--- config.mk ---
export PLATFORM = sky130hd
export DESIGN_NAME = chain_spi_slave
export DESIGN_NICKNAME = d
export VERILOG_FILES = /design/src/rtl/chain_spi_pkg.sv /design/src/rtl/chain_spi_sync.sv /design/src/rtl/chain_spi_cid_fwd.sv /design/src/rtl/chain_spi_regfile.sv /design/src/rtl/chain_spi_slave.sv
export SDC_FILE = /design/constraint.sdc
export NUM_CORES = 2
export LEC_CHECK = 0
export BUFFER_PORTS_ARGS = -buffer_cell sky130_fd_sc_hd__buf_2
export CAP_MARGIN = 20
export CELL_PAD_IN_SITES_DETAIL_PLACEMENT = 0
export CELL_PAD_IN_SITES_GLOBAL_PLACEMENT = 1
export CORE_UTILIZATION = 55
export DETAILED_ROUTE_END_ITERATION = 16
export GPL_TIMING_DRIVEN = 0
export MAX_ROUTING_LAYER = met4
export PLACE_DENSITY_LB_ADDON = 0.1
export REMOVE_ABC_BUFFERS = 1
export SLEW_MARGIN = 30
export SYNTH_ARGS = -nofsm -noshare
export SYNTH_HDL_FRONTEND = slang
export SYNTH_HIERARCHICAL = 1
export SYNTH_SLANG_ARGS = --single-unit
--- constraint.sdc ---
create_clock -name clk_i -period 4.75 [get_ports clk_i]
set_input_delay 0.2375 -clock clk_i [delete_from_list [all_inputs] [get_ports clk_i]]
set_output_delay 0.2375 -clock clk_i [all_outputs]
set_load 0.005 [all_outputs]
--- src/rtl/chain_spi_pkg.sv ---
package chain_spi_pkg;
  localparam int unsigned BYTE_W         = 8;
  localparam int unsigned CID_W          = 4;
  // slot index (order of arrival) where the channel ID starts
  localparam int unsigned CID_FIRST_SLOT = BYTE_W - CID_W;
  // positions in the shift register once a full control byte is in (first bit at MSB)
  localparam int unsigned POS_BCAST      = BYTE_W - 1;
  localparam int unsigned POS_RD         = BYTE_W - 2;
  localparam int unsigned POS_RAM        = BYTE_W - 3;

  typedef enum logic [1:0] {
    BYTE_CTRL = 2'd0,
    BYTE_ADDR = 2'd1,
    BYTE_DATA = 2'd2
  } byte_e;

  typedef struct packed {
    logic bcast;
    logic rd;
    logic ram;
    logic hit;
  } ctrl_t;
endpackage

--- src/rtl/chain_spi_sync.sv ---
module chain_spi_sync #(
  parameter int unsigned     W       = 3,
  parameter int unsigned     STAGES  = 2,
  parameter logic [W-1:0]    RST_VAL = '0
) (
  input  logic         clk_i,
  input  logic         rst_ni,
  input  logic [W-1:0] d_i,
  output logic [W-1:0] q_o
);
  logic [W-1:0] stg_q [STAGES];

  always_ff @(posedge clk_i or negedge rst_ni) begin
    if (!rst_ni) begin
      for (int k = 0; k < STAGES; k++) stg_q[k] <= RST_VAL;
    end else begin
      stg_q[0] <= d_i;
      for (int k = 1; k < STAGES; k++) stg_q[k] <= stg_q[k-1];
    end
  end

  assign q_o = stg_q[STAGES-1];
endmodule

--- src/rtl/chain_spi_cid_fwd.sv ---
module chain_spi_cid_fwd
  import chain_spi_pkg::*;
#(
  parameter int unsigned CNT_W = 4
) (
  input  logic             clk_i,
  input  logic             rst_ni,
  input  logic             byte_start_i,
  input  logic             sclk_rise_i,
  input  logic             sdi_s_i,
  input  logic             sdi_raw_i,
  input  logic             ctrl_byte_i,
  input  logic [CNT_W-1:0] bit_cnt_i,
  output logic             sdi_thru_o,
  output logic             cid_zero_o
);
  logic borrow_q;
  logic bcast_q;
  logic in_cid;

  assign in_cid = ctrl_byte_i
               && (bit_cnt_i >= CNT_W'(CID_FIRST_SLOT))
               && (bit_cnt_i <  CNT_W'(BYTE_W));

  // borrow stays set only while every ID bit seen so far was zero
  always_ff @(posedge clk_i or negedge rst_ni) begin
    if (!rst_ni) begin
      borrow_q <= 1'b1;
      bcast_q  <= 1'b0;
    end else if (byte_start_i) begin
      borrow_q <= 1'b1;
      bcast_q  <= 1'b0;
    end else if (sclk_rise_i && ctrl_byte_i) begin
      if (bit_cnt_i == '0) bcast_q <= sdi_s_i;
      if (in_cid)          borrow_q <= borrow_q & ~sdi_s_i;
    end
  end

  assign sdi_thru_o = sdi_raw_i ^ (in_cid & ~bcast_q & borrow_q);
  assign cid_zero_o = borrow_q;
endmodule

--- src/rtl/chain_spi_regfile.sv ---
module chain_spi_regfile #(
  parameter int unsigned AW = 8,
  parameter int unsigned DW = 8
) (
  input  logic          clk_i,
  input  logic          rst_ni,
  input  logic          we_i,
  input  logic [AW-1:0] waddr_i,
  input  logic [DW-1:0] wdata_i,
  input  logic [AW-1:0] raddr_i,
  output logic [DW-1:0] rdata_o
);
  localparam int unsigned DEPTH = 1 << AW;

  logic [DW-1:0] mem_q [DEPTH];

  always_ff @(posedge clk_i or negedge rst_ni) begin
    if (!rst_ni) begin
      for (int i = 0; i < DEPTH; i++) mem_q[i] <= '0;
    end else if (we_i) begin
      mem_q[waddr_i] <= wdata_i;
    end
  end

  assign rdata_o = mem_q[raddr_i];
endmodule

--- src/rtl/chain_spi_slave.sv ---
module chain_spi_slave
  import chain_spi_pkg::*;
#(
  parameter int unsigned ADDR_W      = 8,
  parameter int unsigned IDLE_CYC    = 64,
  parameter int unsigned SYNC_STAGES = 2
) (
  input  logic clk_i,
  input  logic rst_ni,
  input  logic cs_ni,
  input  logic sclk_i,
  input  logic sdi_i,
  output logic sdi_thru_o,
  output logic sdo_o,
  output logic sdo_en_o
);
  localparam int unsigned CNT_W  = $clog2(BYTE_W + 2);
  localparam int unsigned IDLE_W = $clog2(IDLE_CYC + 1);
  localparam logic [CNT_W-1:0] CNT_MAX = {CNT_W{1'b1}};

  logic cs_s, sclk_s, sdi_s;
  logic cs_d, sclk_d;
  logic sclk_rise, sclk_fall, cs_rise, cs_fall;
  logic byte_ok;

  chain_spi_sync #(
    .W      (3),
    .STAGES (SYNC_STAGES),
    .RST_VAL(3'b110)
  ) u_sync (
    .clk_i (clk_i),
    .rst_ni(rst_ni),
    .d_i   ({cs_ni, sclk_i, sdi_i}),
    .q_o   ({cs_s, sclk_s, sdi_s})
  );

  always_ff @(posedge clk_i or negedge rst_ni) begin
    if (!rst_ni) begin
      cs_d   <= 1'b1;
      sclk_d <= 1'b1;
    end else begin
      cs_d   <= cs_s;
      sclk_d <= sclk_s;
    end
  end

  assign sclk_rise = sclk_s & ~sclk_d & ~cs_s;
  assign sclk_fall = ~sclk_s & sclk_d & ~cs_s;
  assign cs_rise   = cs_s & ~cs_d;
  assign cs_fall   = ~cs_s & cs_d;

  logic [CNT_W-1:0]  bit_cnt_q;
  logic [BYTE_W-1:0] shift_in_q;

  always_ff @(posedge clk_i or negedge rst_ni) begin
    if (!rst_ni) begin
      bit_cnt_q  <= '0;
      shift_in_q <= '0;
    end else if (cs_s) begin
      bit_cnt_q  <= '0;
    end else if (sclk_rise) begin
      shift_in_q <= {shift_in_q[BYTE_W-2:0], sdi_s};
      if (bit_cnt_q != CNT_MAX) bit_cnt_q <= bit_cnt_q + 1'b1;
    end
  end

  assign byte_ok = (bit_cnt_q == CNT_W'(BYTE_W));

  byte_e              byte_idx_q;
  ctrl_t              ctrl_q;
  logic [ADDR_W-1:0]  addr_q;
  logic [IDLE_W-1:0]  idle_cnt_q;
  logic               cid_zero;

  chain_spi_cid_fwd #(
    .CNT_W(CNT_W)
  ) u_cid_fwd (
    .clk_i       (clk_i),
    .rst_ni      (rst_ni),
    .byte_start_i(cs_fall),
    .sclk_rise_i (sclk_rise),
    .sdi_s_i     (sdi_s),
    .sdi_raw_i   (sdi_i),
    .ctrl_byte_i (byte_idx_q == BYTE_CTRL),
    .bit_cnt_i   (bit_cnt_q),
    .sdi_thru_o  (sdi_thru_o),
    .cid_zero_o  (cid_zero)
  );

  always_ff @(posedge clk_i or negedge rst_ni) begin
    if (!rst_ni) begin
      idle_cnt_q <= '0;
    end else if (!cs_s) begin
      idle_cnt_q <= '0;
    end else if (idle_cnt_q != IDLE_W'(IDLE_CYC)) begin
      idle_cnt_q <= idle_cnt_q + 1'b1;
    end
  end

  always_ff @(posedge clk_i or negedge rst_ni) begin
    if (!rst_ni) begin
      byte_idx_q <= BYTE_CTRL;
      ctrl_q     <= '0;
      addr_q     <= '0;
    end else if (cs_rise) begin
      if (!byte_ok) begin
        byte_idx_q <= BYTE_CTRL;
      end else begin
        unique case (byte_idx_q)
          BYTE_CTRL: begin
            ctrl_q.bcast <= shift_in_q[POS_BCAST];
            ctrl_q.rd    <= shift_in_q[POS_RD];
            ctrl_q.ram   <= shift_in_q[POS_RAM];
            ctrl_q.hit   <= shift_in_q[POS_BCAST] | cid_zero;
            byte_idx_q   <= BYTE_ADDR;
          end
          BYTE_ADDR: begin
            addr_q     <= shift_in_q[ADDR_W-1:0];
            byte_idx_q <= BYTE_DATA;
          end
          default: byte_idx_q <= BYTE_CTRL;
        endcase
      end
    end else if (idle_cnt_q == IDLE_W'(IDLE_CYC)) begin
      byte_idx_q <= BYTE_CTRL;
    end
  end

  logic              we;
  logic [BYTE_W-1:0] rdata;
  logic              drive;

  assign we = cs_rise && byte_ok && (byte_idx_q == BYTE_DATA)
           && ctrl_q.hit && !ctrl_q.rd && !ctrl_q.ram;

  chain_spi_regfile #(
    .AW(ADDR_W),
    .DW(BYTE_W)
  ) u_regs (
    .clk_i  (clk_i),
    .rst_ni (rst_ni),
    .we_i   (we),
    .waddr_i(addr_q),
    .wdata_i(shift_in_q),
    .raddr_i(shift_in_q[ADDR_W-1:0]),
    .rdata_o(rdata)
  );

  // only a singly addressed target may drive the shared line
  assign drive = (byte_idx_q == BYTE_DATA) && ctrl_q.hit && ctrl_q.rd
              && !ctrl_q.ram && !ctrl_q.bcast;

  logic [BYTE_W-1:0] out_sh_q;
  logic              sdo_q;
  logic              sdo_en_q;

  always_ff @(posedge clk_i or negedge rst_ni) begin
    if (!rst_ni) begin
      out_sh_q <= '0;
      sdo_q    <= 1'b0;
      sdo_en_q <= 1'b0;
    end else if (cs_s) begin
      sdo_en_q <= 1'b0;
      // preload read data as the address byte closes
      if (cs_rise && byte_ok && byte_idx_q == BYTE_ADDR) out_sh_q <= rdata;
    end else if (sclk_fall && drive) begin
      sdo_en_q <= 1'b1;
      sdo_q    <= out_sh_q[BYTE_W-1];
      out_sh_q <= {out_sh_q[BYTE_W-2:0], 1'b0};
    end
  end

  assign sdo_o    = sdo_q;
  assign sdo_en_o = sdo_en_q;
endmodule

* Word level (Yosys, flattened, before mapping)
Index checks and enable logic that the tools add are counted.
** Word-level totals
- Register bits after elaboration :: 2101
- Latch bits :: 0
- Bits in writable memories :: 0
- ROM bits :: 0
- Bits of input ports :: 5
- Output and inout port bits :: 3
- Word-level logic and storage cells :: 369
- Memories kept :: 0
** Operators by class
- $add $sub $neg :: 2
- Multipliers :: 0
- Divide/modulo/power cells :: 0
- Order comparisons :: 5
- Equality and inequality tests :: 8
- Shifts and indexed selects :: 0
- Muxes and demuxes :: 26
- Bitwise logic cells :: 19
- Reductions and logical operators :: 35
** Operators by type and width (count)
- bitwise mux 2048 bit :: 1
- binary-select mux 8 bit (select 8 bit) :: 1
- demux 8 bit (select 8 bit) :: 1
- two-way mux 8 bit :: 6
- >= comparator 9 bit, second input constant :: 2
- NOT 8 -> 9 bit :: 2
- logical AND 1 bit :: 15
- two-way mux 7 bit :: 2
- nonzero test 2 bit :: 7
- two-way mux 4 bit :: 3
- AND reduction 2 bit :: 6
- AND 1 bit :: 9
- < comparator 9 x 1 -> 1 bit, second input constant :: 1
- two-way mux 1 bit :: 8
- adder 7 x 1 -> 7 bit, second input constant :: 1
- equality test 7 bit, second input constant :: 1
- != test 7 bit, second input constant :: 1
- two-way mux 2 bit :: 3
- NOT 1 bit :: 6
- AND reduction 3 bit :: 2
- adder 4 x 1 -> 4 bit, second input constant :: 1
- equality test 4 bit, second input constant :: 1
- >= comparator 4 x 3 -> 1 bit, second input constant :: 1
- logical NOT 4 bit :: 1
- 10 further kinds :: 13

* Longest topological paths before layout
- Depth in word-level cells :: 8
- Mapped depth :: 15
- Depth with buffers taken out :: 9

* By module
Netlist, hierarchy kept.
** Modules (own cells, without submodules)
- chain_spi_regfile :: times used 1, cells an instance 6068, area each 93414.6 um^2, seq. area each 51249.2 um^2
- chain_spi_slave :: times used 1, cells an instance 150, area each 2015.7 um^2, seq. area each 1128.6 um^2
- chain_spi_sync :: times used 1, cells an instance 9, area each 177.7 um^2, seq. area each 155.1 um^2
- chain_spi_cid_fwd :: times used 1, cells an instance 13, area each 140.1 um^2, seq. area each 51.3 um^2

* Worst setup path before layout
OpenSTA, ideal clock, no wires.
- Kind :: reg-to-reg
- Start point :: reg shift_in_q[0]
- End point :: reg out_sh_q[4]
- Setup time :: 125 ps
- Arrival time :: 2821 ps
- Required time :: 4625 ps
- Setup slack :: 1804 ps
- Cell stages (with the launch flop) :: 13
- Path buffers :: 4
- Period minus slack after synthesis :: 2946 ps
- Path through :: dfrtp_1 -> buf_6 -> buf_8 -> buf_8 -> buf_2 -> mux4_2 -> a222oi_1 -> o2111ai_1 -> nand2_1 -> nand2_1 -> and3_1 -> mux2_2 -> mux2_4
** Between the ends
- Longest elaborated chain between the ends :: 6
** RTL lines
- start, declared :: line chain_spi_slave.sv:53 : logic [BYTE_W-1:0] shift_in_q;
- start signal, assigned :: line chain_spi_slave.sv:62 : shift_in_q <= {shift_in_q[BYTE_W-2:0], sdi_s};
- NOT 8 -> 9 bit (implied by the code) :: line chain_spi_regfile.sv:25 : assign rdata_o = mem_q[raddr_i];
- binary-select mux 8 bit (select 8 bit) :: line chain_spi_regfile.sv:25
- two-way mux 8 bit (implied by the code) (2 in series) :: line chain_spi_regfile.sv:25
- net rdata[4] :: line chain_spi_slave.sv:130 : logic [BYTE_W-1:0] rdata;
- two-way mux 8 bit :: line chain_spi_slave.sv:165 : if (cs_rise && byte_ok && byte_idx_q == BYTE_ADDR) out_sh_q <= rdata;
- two-way mux 8 bit :: line chain_spi_slave.sv:162 : end else if (cs_s) begin
- end signal, assigned :: line chain_spi_slave.sv:165
- end signal, assigned :: line chain_spi_slave.sv:169 : out_sh_q <= {out_sh_q[BYTE_W-2:0], 1'b0};
- end, declared :: line chain_spi_slave.sv:153 : logic [BYTE_W-1:0] out_sh_q;
The timed path passes the listed nets, and every way through them passes these cells. The select of a mux whose other input is x is not followed.
A chain may end at the register's enable or synchronous reset.

* Worst setup path after layout
- Start point :: reg u_sync.stg_q, in the netlist u_sync/q_o[2]
- End point :: reg u_regs/mem_q[225] (netlist bit)
** Between the ends
- Longest elaborated chain between the ends :: 6
** RTL lines
- start, declared :: line chain_spi_sync.sv:11 : logic [W-1:0] stg_q [STAGES];
- AND 1 bit :: line chain_spi_slave.sv:49 : assign cs_rise = cs_s & ~cs_d;
- logical AND 1 bit (2 in series) :: line chain_spi_slave.sv:133 : assign we = cs_rise && byte_ok && (byte_idx_q == BYTE_DATA)
- logical AND 1 bit (3 in series) :: line chain_spi_slave.sv:134 : && ctrl_q.hit && !ctrl_q.rd && !ctrl_q.ram;
- net we :: line chain_spi_slave.sv:129 : logic we;
- end signal, assigned by index :: line chain_spi_regfile.sv:21 : mem_q[waddr_i] <= wdata_i;
- end, declared :: line chain_spi_regfile.sv:15 : logic [DW-1:0] mem_q [DEPTH];
The timed path passes the listed nets, and every way through them passes these cells.

==> flow_metrics.tcl <==
set metrics [dict create \
    status "complete, no violations" \
    synth_area_leaders "dfrtp_1 55%, mux2_2 24%, mux4_2 10%" \
    crit_fanout 25 \
    clk_pin_slew_worst_paths_ns 0.06 \
    synth_edf_count 0 \
    wl_per_cell_um 27.93 \
    syn-cell-area_sq_um 95750 \
    antenna_found_initial 4 \
    synthArstFlopShare_pct 100.0 \
    worst_pin_slew_ns 1.130 \
    initial_core_util_pct 55.57 \
    hold_class "input pin to flop" \
    crit_arrival_ns 5.46 \
    placed_cells 8215 \
    drt_iter0_markers 4002 \
    period_minus_slack_ns 4.749 \
    ant_nets 0 \
    max_freq_mhz 210.6 \
    ir_drop_v 0.0003566 \
    via_per_inst 6.275 \
    clockRootBuffer "clkbuf_16" \
    yosysTopAreaCell "dfrtp_1" \
    slew_violations 0 \
    gp_congestion 0.7921 \
    worst_slack_ns 0.0008460 \
    end_kind "flop" \
    clkSinkCount 2101 \
    cts_buffers 217 \
    grt_max_degree 125 \
    insertion_delay_ns 0.84 \
    rrSetupSlack_ns 0.0008 \
    drcViolationCount 0 \
    drt_pass1_iterations 8 \
    routed_wl_mm 241.0 \
    syn_area_per_cell_sq_um 15.34 \
    core_sq_um 172300 \
    antennaDiodeCount 0 \
    power.total_mw 44.47 \
    n_fill_cell 12840 \
    rows 152 \
    io_buffers 7 \
    setup_viol 0 \
    die_h_um 419.2 \
    drive_above_1_share_pct 50.17 \
    syn_inst 6240 \
    ys_seq_elements 2101 \
    maxSlewHeadroom_pct 24.54 \
    hpwl_mm 155.3 \
    max-cap-violations 0 \
    grt_pass1_vias 56280 \
    hold_viol_final 0 \
    critPathLaunchType "flop" \
    skew_ns 0.02211 \
    grt.overflow.total 0 \
    leakagePower_nw 51.01 \
    yosys_warnings 6 \
    die_area_sq_um 175800 \
    yosysSeqAreaShare_pct 54.92 \
    dr_total_vias 54150 \
    die_w_um 419.2 \
    cts_tree "built" \
    yosysUniqueCellTypes 68 \
    grt_pass1_wl_mm 367.1 \
    rsz0062_at_grt "yes" \
    cts_max_level 4 \
    cp_data_required_time_ns 5.46 \
    stdcell_count 8629 \
    nNetsFinal 6146 \
    path_class "flop to flop" \
    pre_cts_slack_ns -0.7457 \
    cts.path.max_buffers 3 \
    fin_crit_sh_pct 99.98 \
    grt_usage_pct 28.66 \
    synth_top_area_share_pct 54.73 \
    area_growth_pct 12.00 \
    io_pins 8 \
    synthFlopType "dfrtp_1" \
    p_per_area_nw_per_um2 414.7 \
]
## worst paths after layout
| kind | cells past startpoint | end | startpoint |
|---|---|---|---|
| min in group asynchronous | 3 | u_regs/mem_q[1815] | rst_ni |
| min | 2 | u_sync/stg_q[5] | cs_ni |
| max in group asynchronous | 7 | u_regs/mem_q[507] | rst_ni |
| min reg2reg | 0 | u_sync/q_o[1] | u_sync/stg_q[4] |
| max | 7 | u_regs/mem_q[225] | u_sync/q_o[2] |
| max reg2reg | 7 | u_regs/mem_q[225] | u_sync/q_o[2] |
## layout make-up
cell class / count / area, sq um / share of cell area [%]
Clock inverter: 50 / 576.8 / 0.5379
Clock buffer: 351 / 6711 / 6.258
Sequential cell: 2101 / 52610 / 49.06
Multi-Input combinational cell: 3658 / 41050 / 38.28
Tap cell: 2310 / 2890 / 2.695
Timing Repair Buffer: 147 / 3347 / 3.121
Inverter: 12 / 50.05 / 0.04667
## through the flow
stage	area, sq um	utilization, %	hold slack [ns]	TNS [ns]
floorplan	93280	-	-0.05809	-7613.76
global placement	96200	55.83	0.3425	-
detailed placement	99570	57.79	0.1879	-3.448
CTS	107100	62.13	0.002288	-0.00009859
global route	107200	62.24	0.03602	-2.607
finish	107200	62.24	0.06216	0
## critical path, cell delays in order (launching register included)
cell	delay (ns)
dfstp_2	0.90
nand2b_1	0.31
nor4_2	0.59
buf_2	0.33
and3_1	0.43
nand2_1	0.71
nor2_1	0.88
mux2_2	0.41
## layout by cell type, fill, tap and decap left out, drive strengths merged, types with 8 or more instances in the layout
cell type  count
mux2i        154
o22ai         29
buf          136
nor3          27
mux2        2084
xnor2          8
clkinv        33
inv           18
nor4          21
clkbuf       356
a221oi        12
nand2        167
o21ai         28
nand3         29
and2          16
a22oi        160
a22o          15
nor2         203
nand2b        18
bufinv        11
and3           9
mux4         443
nor2b         27
a21oi        110
o221ai        34
dfrtp       2094
## power by group
group	internal (mW)	switching, mW	total (mW)
Combinational	2.82	6.15	8.97
Clock	10.2	7.04	17.2
Sequential	18.0	0.316	18.3
Total	31.0	13.5	44.5
## cell families (layout without fill, tap and decap cells)
| logic type | count (synthesis) | after routing | share of synthesized area, % |
|---|---|---|---|
| XOR/XNOR | 10 | 10 | 0.09148 |
| adder cells (fa/ha/maj) | 4 | 4 | 0.05227 |
| AND/OR/NAND/NOR | 544 | 544 | 2.743 |
| multiplexers | 2681 | 2681 | 36.57 |
| buffers and inverters | 481 | 560 | 2.625 |
| AO/OA/AOI/OAI | 419 | 419 | 3.002 |
| flip-flops | 2101 | 2101 | 54.92 |
## synth_stat cells (all sizes together) (6+ instances only)
cell and instances:
dfrtp 2094, mux2 2084, mux4 443, clkbuf 309, nor2 203, nand2 167
a22oi 160, buf 160, mux2i 154, a21oi 110, o221ai 34, nand3 29
o22ai 29, o21ai 28, nor2b 27, nor3 27, nor4 21, nand2b 18
and2 16, a22o 15, a221oi 12, inv 11, and3 9, xnor2 8
dfstp 7, or4 6
## routing by layer
metal  routed length, um  GRT usage, %  vias up
met2              114500         43.69     1135
met5                   0             -        -
met1              110100         41.27    29590
met3               11200         3.744      321
met4                5187         6.650        0
li1                    -             -    23110
## sequential cells by signal (all words and copies together), names as in the netlist, 2 cells and up
name          cells
addr_q            8
shift_in_q        8
u_sync/stg_q      3
u_sync/q_o        3
byte_idx_q        2
bit_cnt_q         4
ctrl_q            4
out_sh_q          8
idle_cnt_q        7
u_regs/mem_q   2048
## repair_timing
item | in CTS | in global routing
pin swaps | 1 | 1
buffers inserted | 1 | 0
setup endpoints to repair | 24 | 98
cloned | 1 | 5
hold buffers | 6 | 0
endpoints found under the hold margin | 441 | 0
gates resized for setup | 15 | 15
Power figures use the tool's default switching activity.
